**src/rtl/acc_alu_pkg.sv**
```systemverilog
package acc_alu_pkg;
  localparam int unsigned FLG_S = 7;
  localparam int unsigned FLG_Z = 6;
  localparam int unsigned FLG_H = 4;
  localparam int unsigned FLG_V = 2;
  localparam int unsigned FLG_N = 1;
  localparam int unsigned FLG_C = 0;

  typedef enum logic [2:0] {
    G_ADD = 3'd0, G_ADC = 3'd1, G_SUB = 3'd2, G_SBC = 3'd3,
    G_AND = 3'd4, G_XOR = 3'd5, G_OR  = 3'd6, G_CMP = 3'd7
  } grp_op_e;

  typedef enum logic [2:0] {
    U_INC = 3'd0, U_DEC = 3'd1, U_NEG = 3'd2, U_CPL = 3'd3,
    U_SCF = 3'd4, U_CCF = 3'd5, U_RS6 = 3'd6, U_RS7 = 3'd7
  } un_op_e;
endpackage

```
**src/rtl/acc_alu_opsel.sv**
```systemverilog
module acc_alu_opsel
  import acc_alu_pkg::*;
#(
  parameter int unsigned DATA_W = 8
) (
  input  logic              unary_i,
  input  logic [2:0]        op_i,
  input  logic [DATA_W-1:0] acc_i,
  input  logic [DATA_W-1:0] src_i,
  input  logic              carry_i,
  output logic [DATA_W-1:0] a_o,
  output logic [DATA_W-1:0] b_o,
  output logic              cin_o,
  output logic              sub_o
);
  always_comb begin
    a_o   = acc_i;
    b_o   = src_i;
    cin_o = 1'b0;
    sub_o = 1'b0;
    if (!unary_i) begin
      case (op_i)
        G_ADC: cin_o = carry_i;
        G_SUB: sub_o = 1'b1;
        G_SBC: begin sub_o = 1'b1; cin_o = carry_i; end
        G_CMP: sub_o = 1'b1;
        default: ;
      endcase
    end else begin
      case (op_i)
        U_INC: begin a_o = src_i; b_o = '0; cin_o = 1'b1; end
        U_DEC: begin a_o = src_i; b_o = '0; cin_o = 1'b1; sub_o = 1'b1; end
        U_NEG: begin a_o = '0; b_o = acc_i; sub_o = 1'b1; end
        default: ;
      endcase
    end
  end
endmodule

```
**src/rtl/acc_alu_addsub.sv**
```systemverilog
module acc_alu_addsub #(
  parameter int unsigned DATA_W = 8,
  parameter int unsigned HALF_W = 4
) (
  input  logic [DATA_W-1:0] a_i,
  input  logic [DATA_W-1:0] b_i,
  input  logic              cin_i,
  input  logic              sub_i,
  output logic [DATA_W-1:0] sum_o,
  output logic              c_o,
  output logic              h_o,
  output logic              v_o
);
  localparam int unsigned MSB = DATA_W - 1;

  logic [DATA_W-1:0] b_eff;
  logic              c_eff;
  logic [HALF_W:0]   lo;
  logic [DATA_W:0]   full;

  // subtraction as a + ~b + ~borrow_in; carries inverted back to borrows
  assign b_eff = sub_i ? ~b_i : b_i;
  assign c_eff = cin_i ^ sub_i;
  assign lo    = {1'b0, a_i[HALF_W-1:0]} + {1'b0, b_eff[HALF_W-1:0]} + {{HALF_W{1'b0}}, c_eff};
  assign full  = {1'b0, a_i} + {1'b0, b_eff} + {{DATA_W{1'b0}}, c_eff};
  assign sum_o = full[MSB:0];
  assign c_o   = full[DATA_W] ^ sub_i;
  assign h_o   = lo[HALF_W] ^ sub_i;
  assign v_o   = (a_i[MSB] == b_eff[MSB]) && (sum_o[MSB] != a_i[MSB]);
endmodule

```
**src/rtl/acc_alu_logic.sv**
```systemverilog
module acc_alu_logic
  import acc_alu_pkg::*;
#(
  parameter int unsigned DATA_W = 8
) (
  input  logic [2:0]        op_i,
  input  logic [DATA_W-1:0] a_i,
  input  logic [DATA_W-1:0] b_i,
  output logic [DATA_W-1:0] res_o
);
  always_comb begin
    case (op_i)
      G_XOR:   res_o = a_i ^ b_i;
      G_OR:    res_o = a_i | b_i;
      default: res_o = a_i & b_i;
    endcase
  end
endmodule

```
**src/rtl/acc_alu.sv**
```systemverilog
module acc_alu
  import acc_alu_pkg::*;
#(
  parameter int unsigned DATA_W = 8
) (
  input  logic [DATA_W-1:0] acc_i,
  input  logic [DATA_W-1:0] src_i,
  input  logic [2:0]        op_i,
  input  logic              unary_i,
  input  logic [7:0]        flags_i,
  output logic [DATA_W-1:0] result_o,
  output logic              wr_en_o,
  output logic [7:0]        flags_o
);
  localparam int unsigned MSB    = DATA_W - 1;
  localparam int unsigned HALF_W = DATA_W / 2;

  logic [DATA_W-1:0] op_a, op_b, as_res, lg_res;
  logic              op_cin, op_sub, as_c, as_h, as_v;
  logic              is_logic;

  acc_alu_opsel #(.DATA_W(DATA_W)) u_opsel (
    .unary_i (unary_i),
    .op_i    (op_i),
    .acc_i   (acc_i),
    .src_i   (src_i),
    .carry_i (flags_i[FLG_C]),
    .a_o     (op_a),
    .b_o     (op_b),
    .cin_o   (op_cin),
    .sub_o   (op_sub)
  );

  acc_alu_addsub #(.DATA_W(DATA_W), .HALF_W(HALF_W)) u_addsub (
    .a_i   (op_a),
    .b_i   (op_b),
    .cin_i (op_cin),
    .sub_i (op_sub),
    .sum_o (as_res),
    .c_o   (as_c),
    .h_o   (as_h),
    .v_o   (as_v)
  );

  acc_alu_logic #(.DATA_W(DATA_W)) u_logic (
    .op_i  (op_i),
    .a_i   (acc_i),
    .b_i   (src_i),
    .res_o (lg_res)
  );

  assign is_logic = (op_i == G_AND) || (op_i == G_XOR) || (op_i == G_OR);

  always_comb begin
    result_o = acc_i;
    wr_en_o  = 1'b0;
    flags_o  = flags_i;
    if (!unary_i) begin
      if (is_logic) begin
        result_o       = lg_res;
        wr_en_o        = 1'b1;
        flags_o[FLG_H] = (op_i == G_AND);
        flags_o[FLG_V] = ~^lg_res;
        flags_o[FLG_N] = 1'b0;
        flags_o[FLG_C] = 1'b0;
      end else begin
        result_o       = as_res;
        wr_en_o        = (op_i != G_CMP);
        flags_o[FLG_H] = as_h;
        flags_o[FLG_V] = as_v;
        flags_o[FLG_N] = op_sub;
        flags_o[FLG_C] = as_c;
      end
      flags_o[FLG_S] = result_o[MSB];
      flags_o[FLG_Z] = (result_o == '0);
    end else begin
      case (op_i)
        U_INC, U_DEC, U_NEG: begin
          result_o       = as_res;
          wr_en_o        = 1'b1;
          flags_o[FLG_S] = as_res[MSB];
          flags_o[FLG_Z] = (as_res == '0);
          flags_o[FLG_H] = as_h;
          flags_o[FLG_V] = as_v;
          flags_o[FLG_N] = op_sub;
          if (op_i == U_NEG) flags_o[FLG_C] = as_c;
        end
        U_CPL: begin
          result_o       = ~acc_i;
          wr_en_o        = 1'b1;
          flags_o[FLG_H] = 1'b1;
          flags_o[FLG_N] = 1'b1;
        end
        U_SCF: begin
          flags_o[FLG_C] = 1'b1;
          flags_o[FLG_H] = 1'b0;
          flags_o[FLG_N] = 1'b0;
        end
        U_CCF: begin
          flags_o[FLG_C] = ~flags_i[FLG_C];
          flags_o[FLG_H] = flags_i[FLG_C];
          flags_o[FLG_N] = 1'b0;
        end
        default: ;
      endcase
    end
  end
endmodule

```
**config.mk**
```make
export PLATFORM = sky130hd
export DESIGN_NAME = acc_alu
export DESIGN_NICKNAME = d
export VERILOG_FILES = /design/src/rtl/acc_alu_pkg.sv /design/src/rtl/acc_alu_opsel.sv /design/src/rtl/acc_alu_addsub.sv /design/src/rtl/acc_alu_logic.sv /design/src/rtl/acc_alu.sv
export SDC_FILE = /design/constraint.sdc
export NUM_CORES = 1
export LEC_CHECK = 0
export BUFFER_PORTS_ARGS = -buffer_cell sky130_fd_sc_hd__buf_4
export CAP_MARGIN = 0
export CORE_MARGIN = 2
export CORE_UTILIZATION = 60
export DETAILED_ROUTE_END_ITERATION = 6
export PLACE_DENSITY = 0.86
export SYNTH_ARGS = -nofsm -noshare
export SYNTH_HDL_FRONTEND = slang
export SYNTH_SLANG_ARGS = --single-unit
```
**constraint.sdc**
```tcl
create_clock -name vclk -period 4.85
set_input_delay 0.7275 -clock vclk [all_inputs]
set_output_delay 0.7275 -clock vclk [all_outputs]
set_load 0.02 [all_outputs]
```
==> results_dict.tcl, run 1 <==
set metrics [dict create \
    outcome "complete, no violations" \
    diodes 0 \
    ys_seq_area_frac 0 \
    synth_fp_nets 417 \
    synth_cell_types 58 \
    path_class "input pin to output pin" \
    viasPerCell 6.69 \
    hold-path-endpoint "flags_o[5]" \
    avgRoutedWirePerCell_um 16.7 \
    hold_viol_final 0 \
    placedCellCount 433 \
    ir_worst_vdd_mv 0.138 \
    maxCapViolCount 0 \
    cts_setup_buffers 0 \
    grt_pass1_wl_mm 11.5 \
    crit_slowest_cell "fa_1" \
    relSlewSlack 0.630 \
    hp-class "input pin to output pin" \
    max_freq_mhz 214 \
    post-place-ws_ps 166 \
    synth_area_leaders "ha_1, a21oi_1, o21ai_0" \
    setup_viol_count_final 0 \
    ys.warnings.count 0 \
    synth_top_area_frac 0.122 \
    min_from "flags_i[5]" \
    layout-drive-gt1-share 0.187 \
    synthCells 364 \
    synth_area_um2 2350 \
    timing.final.crit_share 0.964 \
    detail-route-antenna-nets 0 \
    gp_congestion 0.993 \
    crit_required_ps 4120 \
    nClkBuffers 0 \
    dieArea_um2 4440 \
    vias 2897 \
    port-buffer-count 41 \
    antenna_found_initial 0 \
    report.final.slew_viol_count 0 \
    period_needed_ps 4670 \
    finalPower_mw 0.441 \
    seq_cells 0 \
    cp_max_fo 23 \
    drc 0 \
    drt_pass1_iterations 5 \
    grt_pass1_vias 2531 \
    die_w_um 66.6 \
    yosys.area.top_type "ha_1" \
    dp_hpwl_mm 5.51 \
    wirelength_mm 7.24 \
    netlist_top_cells_count "a21oi_1, nor2_1, o21ai_0" \
    min_path_cells 0 \
    yosysMostFrequentCell "a21oi_1" \
    area_delta_synth_final_pct 12.8 \
    rows 22 \
    slowest_delay_ps 490 \
    wl_met3_um 682 \
    wl_met2_mm 3.31 \
    worstPathCellList "buf_4 -> inv_1 -> nor2_1 -> a221oi_2 -> fa_1 -> fa_1 -> nor2b_1 -> o21a_1 -> o21ai_2 -> a311o_1 -> o31a_1 -> o22ai_1 -> buf_4" \
    drt_iter0_markers 304 \
    worstMarginPinSlew_ps 553 \
    placed_area_um2 2640 \
    setup_ws_ps 175 \
    crit_path_end_kind "output pin" \
    top_layer "met4" \
    fin_nets 440 \
    grt_overflow_total 0 \
    fin_tns_setup_ps 0 \
    worstPathArrival_ps 3950 \
    syn_area_per_cell_um2 6.46 \
    die_y_um 66.6 \
    p_leak_nw 1.17 \
    multiInputGateArea_um2 2100 \
    fin_cells 433 \
    fin_area_um2 2650 \
    core_um2 3720 \
    wirelength_met1_mm 2.98 \
    p_per_area_nw_per_um2 166 \
    start_util 0.633 \
    seqCellArea_um2 0 \
    startpoint_type "input pin" \
    ios 45 \
    nFillCells 337 \
    grt.total_usage 0.323 \
    grt_max_degree 30 \
]
==> layout make-up <==
| class | instances | area share |
|---|---|---|
| Multi-Input combinational cell | 308 | 0.792 |
| Timing Repair Buffer | 54 | 0.153 |
| Inverter | 23 | 0.0325 |
| Tap cell | 48 | 0.0226 |
==> repair_timing <==
item                                    4_1_cts  5_1_grt
gates resized for setup                       0        3
endpoints found under the setup margin        0        2
hold buffers                                  0        0
==> per-layer routing <==
| metal | up-vias | track usage |
|---|---|---|
| li1 | 1393 | - |
| met1 | 1275 | 0.426 |
| met2 | 194 | 0.568 |
| met3 | 35 | 0.0169 |
| met4 | 0 | 0.0867 |
| met5 | - | 0 |
==> placed cells by master, fill, tap and decap left out, types with 3 or more instances in the layout <==
master     instances
nand3b_1           8
a22oi_1            9
a21oi_1           40
or3_1              3
nor2b_1            8
a2bb2oi_1          3
o21ai_0           28
nand3_1            5
xnor2_1            6
a22o_1             8
a211oi_2           5
buf_4             54
xor2_1             3
and2_1             5
nor2_1            29
inv_1             21
o211ai_1           4
ha_1              23
nand2_1           24
nor3_1            13
nand2b_1           4
a31oi_1            3
o221ai_1           7
o22ai_1           16
o21ai_1            4
o21a_1             5
a211oi_1           4
a21o_1             4
or2_2              6
==> through the flow <==
| step | utilization | hold slack (ps) |
|---|---|---|
| final | 0.714 | 1460 |
| after global routing | 0.714 | 1460 |
| after CTS | 0.711 | 1460 |
| after detailed placement | 0.711 | 1460 |
| after global placement | 0.711 | 1460 |
| after floorplan | - | 1570 |
==> cells by family after synthesis <==
kind of cell	synth area share
xor gates and xnor gates	0.0500
AOI/OAI and AO/OA	0.441
muxes	0.0133
adders and majority gates	0.139
and+or+nand+nor	0.244
buffers and inverters	0.112
==> power by group <==
group,total (mW),internal (mW),switching (mW)
registers,0,0,0
clock network,0,0,0
logic,0.441,0.188,0.253
==> worst max path at each step <==
stage / start / end / slack [ps] / cells after the start
floorplan: op_i[1] / flags_o[6] / 170 / 13
global placement: unary_i / flags_o[6] / 280 / 15
detailed placement: unary_i / flags_o[0] / 170 / 16
CTS: unary_i / flags_o[0] / 150 / 16
global route: op_i[1] / flags_o[6] / -10 / 13
finish: op_i[1] / flags_o[6] / 180 / 13
==> critical path: cells and delay by family <==
family,cells,cell delay [ps]
compound gates,6,1190
fa+ha+maj,2,900
simple gates,2,630
buf+inv,3,490
Power figures use the tool's default switching activity.
==> run 2: changes to the inputs <==
--- a/config.mk
+++ b/config.mk
@@ -7,10 +7,10 @@
 export LEC_CHECK = 0
 export BUFFER_PORTS_ARGS = -buffer_cell sky130_fd_sc_hd__buf_4
 export CAP_MARGIN = 0
-export CORE_MARGIN = 2
+export CORE_MARGIN = 10
 export CORE_UTILIZATION = 60
 export DETAILED_ROUTE_END_ITERATION = 6
-export PLACE_DENSITY = 0.86
+export PLACE_DENSITY = 0.85
 export SYNTH_ARGS = -nofsm -noshare
 export SYNTH_HDL_FRONTEND = slang
 export SYNTH_SLANG_ARGS = --single-unit
==> run 2 against run 1 <==
  * Design area about the same
  * Setup slack worse by 9.0 ps
  * Critical path depth up 1
  * First-iteration DRC count down 17%
  * Power up 0.73%
  * Critical endpoint unchanged
==> results_dict.tcl, run 2 (synthesized netlist as in run 1, its figures left out) <==
set metrics [dict create \
    layout-drive-gt1-share 0.188 \
    die_w_um 82.6 \
    grt_pass1_wl_mm 12.3 \
    avgRoutedWirePerCell_um 17.6 \
    drc 0 \
    period_needed_ps 4680 \
    core_um2 3720 \
    p_leak_nw 1.17 \
    drt_iter0_markers 251 \
    hp-class "input pin to output pin" \
    seqCellArea_um2 0 \
    crit_required_ps 4120 \
    grt_pass1_vias 2527 \
    nFillCells 356 \
    cp-endpoint "flags_o[6]" \
    nClkBuffers 0 \
    worstMarginPinSlew_ps 531 \
    finalPower_mw 0.445 \
    max_freq_mhz 214 \
    grt.total_usage 0.218 \
    timing.final.crit_share 0.966 \
    cts_hold_buf 0 \
    met2_usage 0.353 \
    worstPathCellList "buf_4 -> buf_6 -> nand2_1 -> o22ai_1 -> a221oi_1 -> fa_1 -> fa_1 -> nor2b_1 -> o21a_1 -> o21ai_2 -> a311o_1 -> o31a_1 -> o22ai_1 -> buf_4" \
    wirelength_mm 7.61 \
    dieArea_um2 6830 \
    maxCapViolCount 0 \
    diodes 0 \
    detail-route-antenna-nets 0 \
    worstPathArrival_ps 3960 \
    die_y_um 82.6 \
    p_per_area_nw_per_um2 168 \
    crit_path_end_kind "output pin" \
    area_delta_synth_final_pct 12.7 \
    drt_pass1_iterations 5 \
    gp_congestion 0.995 \
    dp_hpwl_mm 5.85 \
    fin_nets 439 \
    report.final.slew_viol_count 0 \
    layout_common_cells "buf_4, a21oi_1, nor2_1, o21ai_0, nand2_1" \
    cp-startpoint "unary_i" \
    grt_overflow_total 0 \
    port-buffer-count 41 \
    mostFrequentLayoutCell "buf_4" \
    critical_path.top_delay_family "compound AO/OA/AOI/OAI gates" \
    ios 45 \
    crit_cells 14 \
    multiInputGateArea_um2 2100 \
    vias 2930 \
    startpoint_type "input pin" \
    slowest_delay_ps 490 \
    ir_worst_vdd_mv 0.110 \
    holdWs_ps 1460 \
    path_buf_inv 3 \
    grtUsageMet3 0.0151 \
    met1_usage 0.304 \
    rows 22 \
    grt.busiest_layer "met2" \
    cp_max_fo 23 \
    seq_cells 0 \
    grt_max_degree 33 \
    relSlewSlack 0.645 \
    hold_viol_final 0 \
    outcome "complete, no violations" \
    start_util 0.633 \
    path_class "input pin to output pin" \
    setup_viol_count_final 0 \
    crit_slowest_cell "fa_1" \
    antenna_found_initial 0 \
    viasPerCell 6.78 \
]
==> run 2: cell types whose count changed in the layout (fill, tap and decap cells not counted) <==
cell      change
nand2b_1      -1
nand2b_2      +1
buf_6         +1
a221oi_2      -1
buf_4         -2
a221oi_1      +1
a211oi_2      +1
a211oi_1      -1
==> run 2: final cells by class <==
class / instances / share of cell area
Multi-Input combinational cell: 308 / 0.793
Timing Repair Buffer: 53 / 0.151
Inverter: 23 / 0.0326
Tap cell: 48 / 0.0227
==> run 2: per-stage QoR <==
step / utilization / worst slack [ps] / setup TNS [ps] / std cells / cell area (µm²)
after CTS: 0.709 / 145 / 0 / 432 / 2630
final: 0.713 / 166 / 0 / 432 / 2650
after floorplan: - / 174 / 0 / 364 / 2350
after global placement: 0.709 / 265 / 0 / 432 / 2630
after detailed placement: 0.709 / 155 / 0 / 432 / 2630
after global routing: 0.713 / -7.98 / -7.98 / 432 / 2650
==> run 2: routing by layer <==
metal | routed length, µm | vias up | share of wire
met2 | 3430 | 174 | 0.45
met5 | 0 | - | 0
li1 | - | 1394 | -
met1 | 3180 | 1339 | 0.42
met4 | 210 | 0 | 0.028
met3 | 788 | 23 | 0.10
==> run 2: timing repair <==
action                     CTS  global route
setup endpoints to repair    0             2
setup buffers                0             0
gates resized for setup      0             5
==> run 2: worst min-delay path by stage <==
| stage | endpoint | cells past startpoint | slack [ps] | start |
|---|---|---|---|---|
| 5_1_grt | flags_o[5] | 0 | 1460 | flags_i[5] |
| 2_1_floorplan | flags_o[3] | 1 | 1570 | flags_i[3] |
| 4_1_cts | flags_o[5] | 0 | 1460 | flags_i[5] |
| 6_report | flags_o[5] | 0 | 1460 | flags_i[5] |
| 3_3_place_gp | flags_o[5] | 0 | 1460 | flags_i[5] |
| 3_5_place_dp | flags_o[5] | 0 | 1460 | flags_i[5] |
==> run 2: power breakdown <==
part | switching, mW | leakage [nW] | internal [mW]
clock | 0 | 0 | 0
combinational | 0.256 | 1.17 | 0.189
sequential | 0 | 0 | 0
total | 0.256 | 1.17 | 0.189
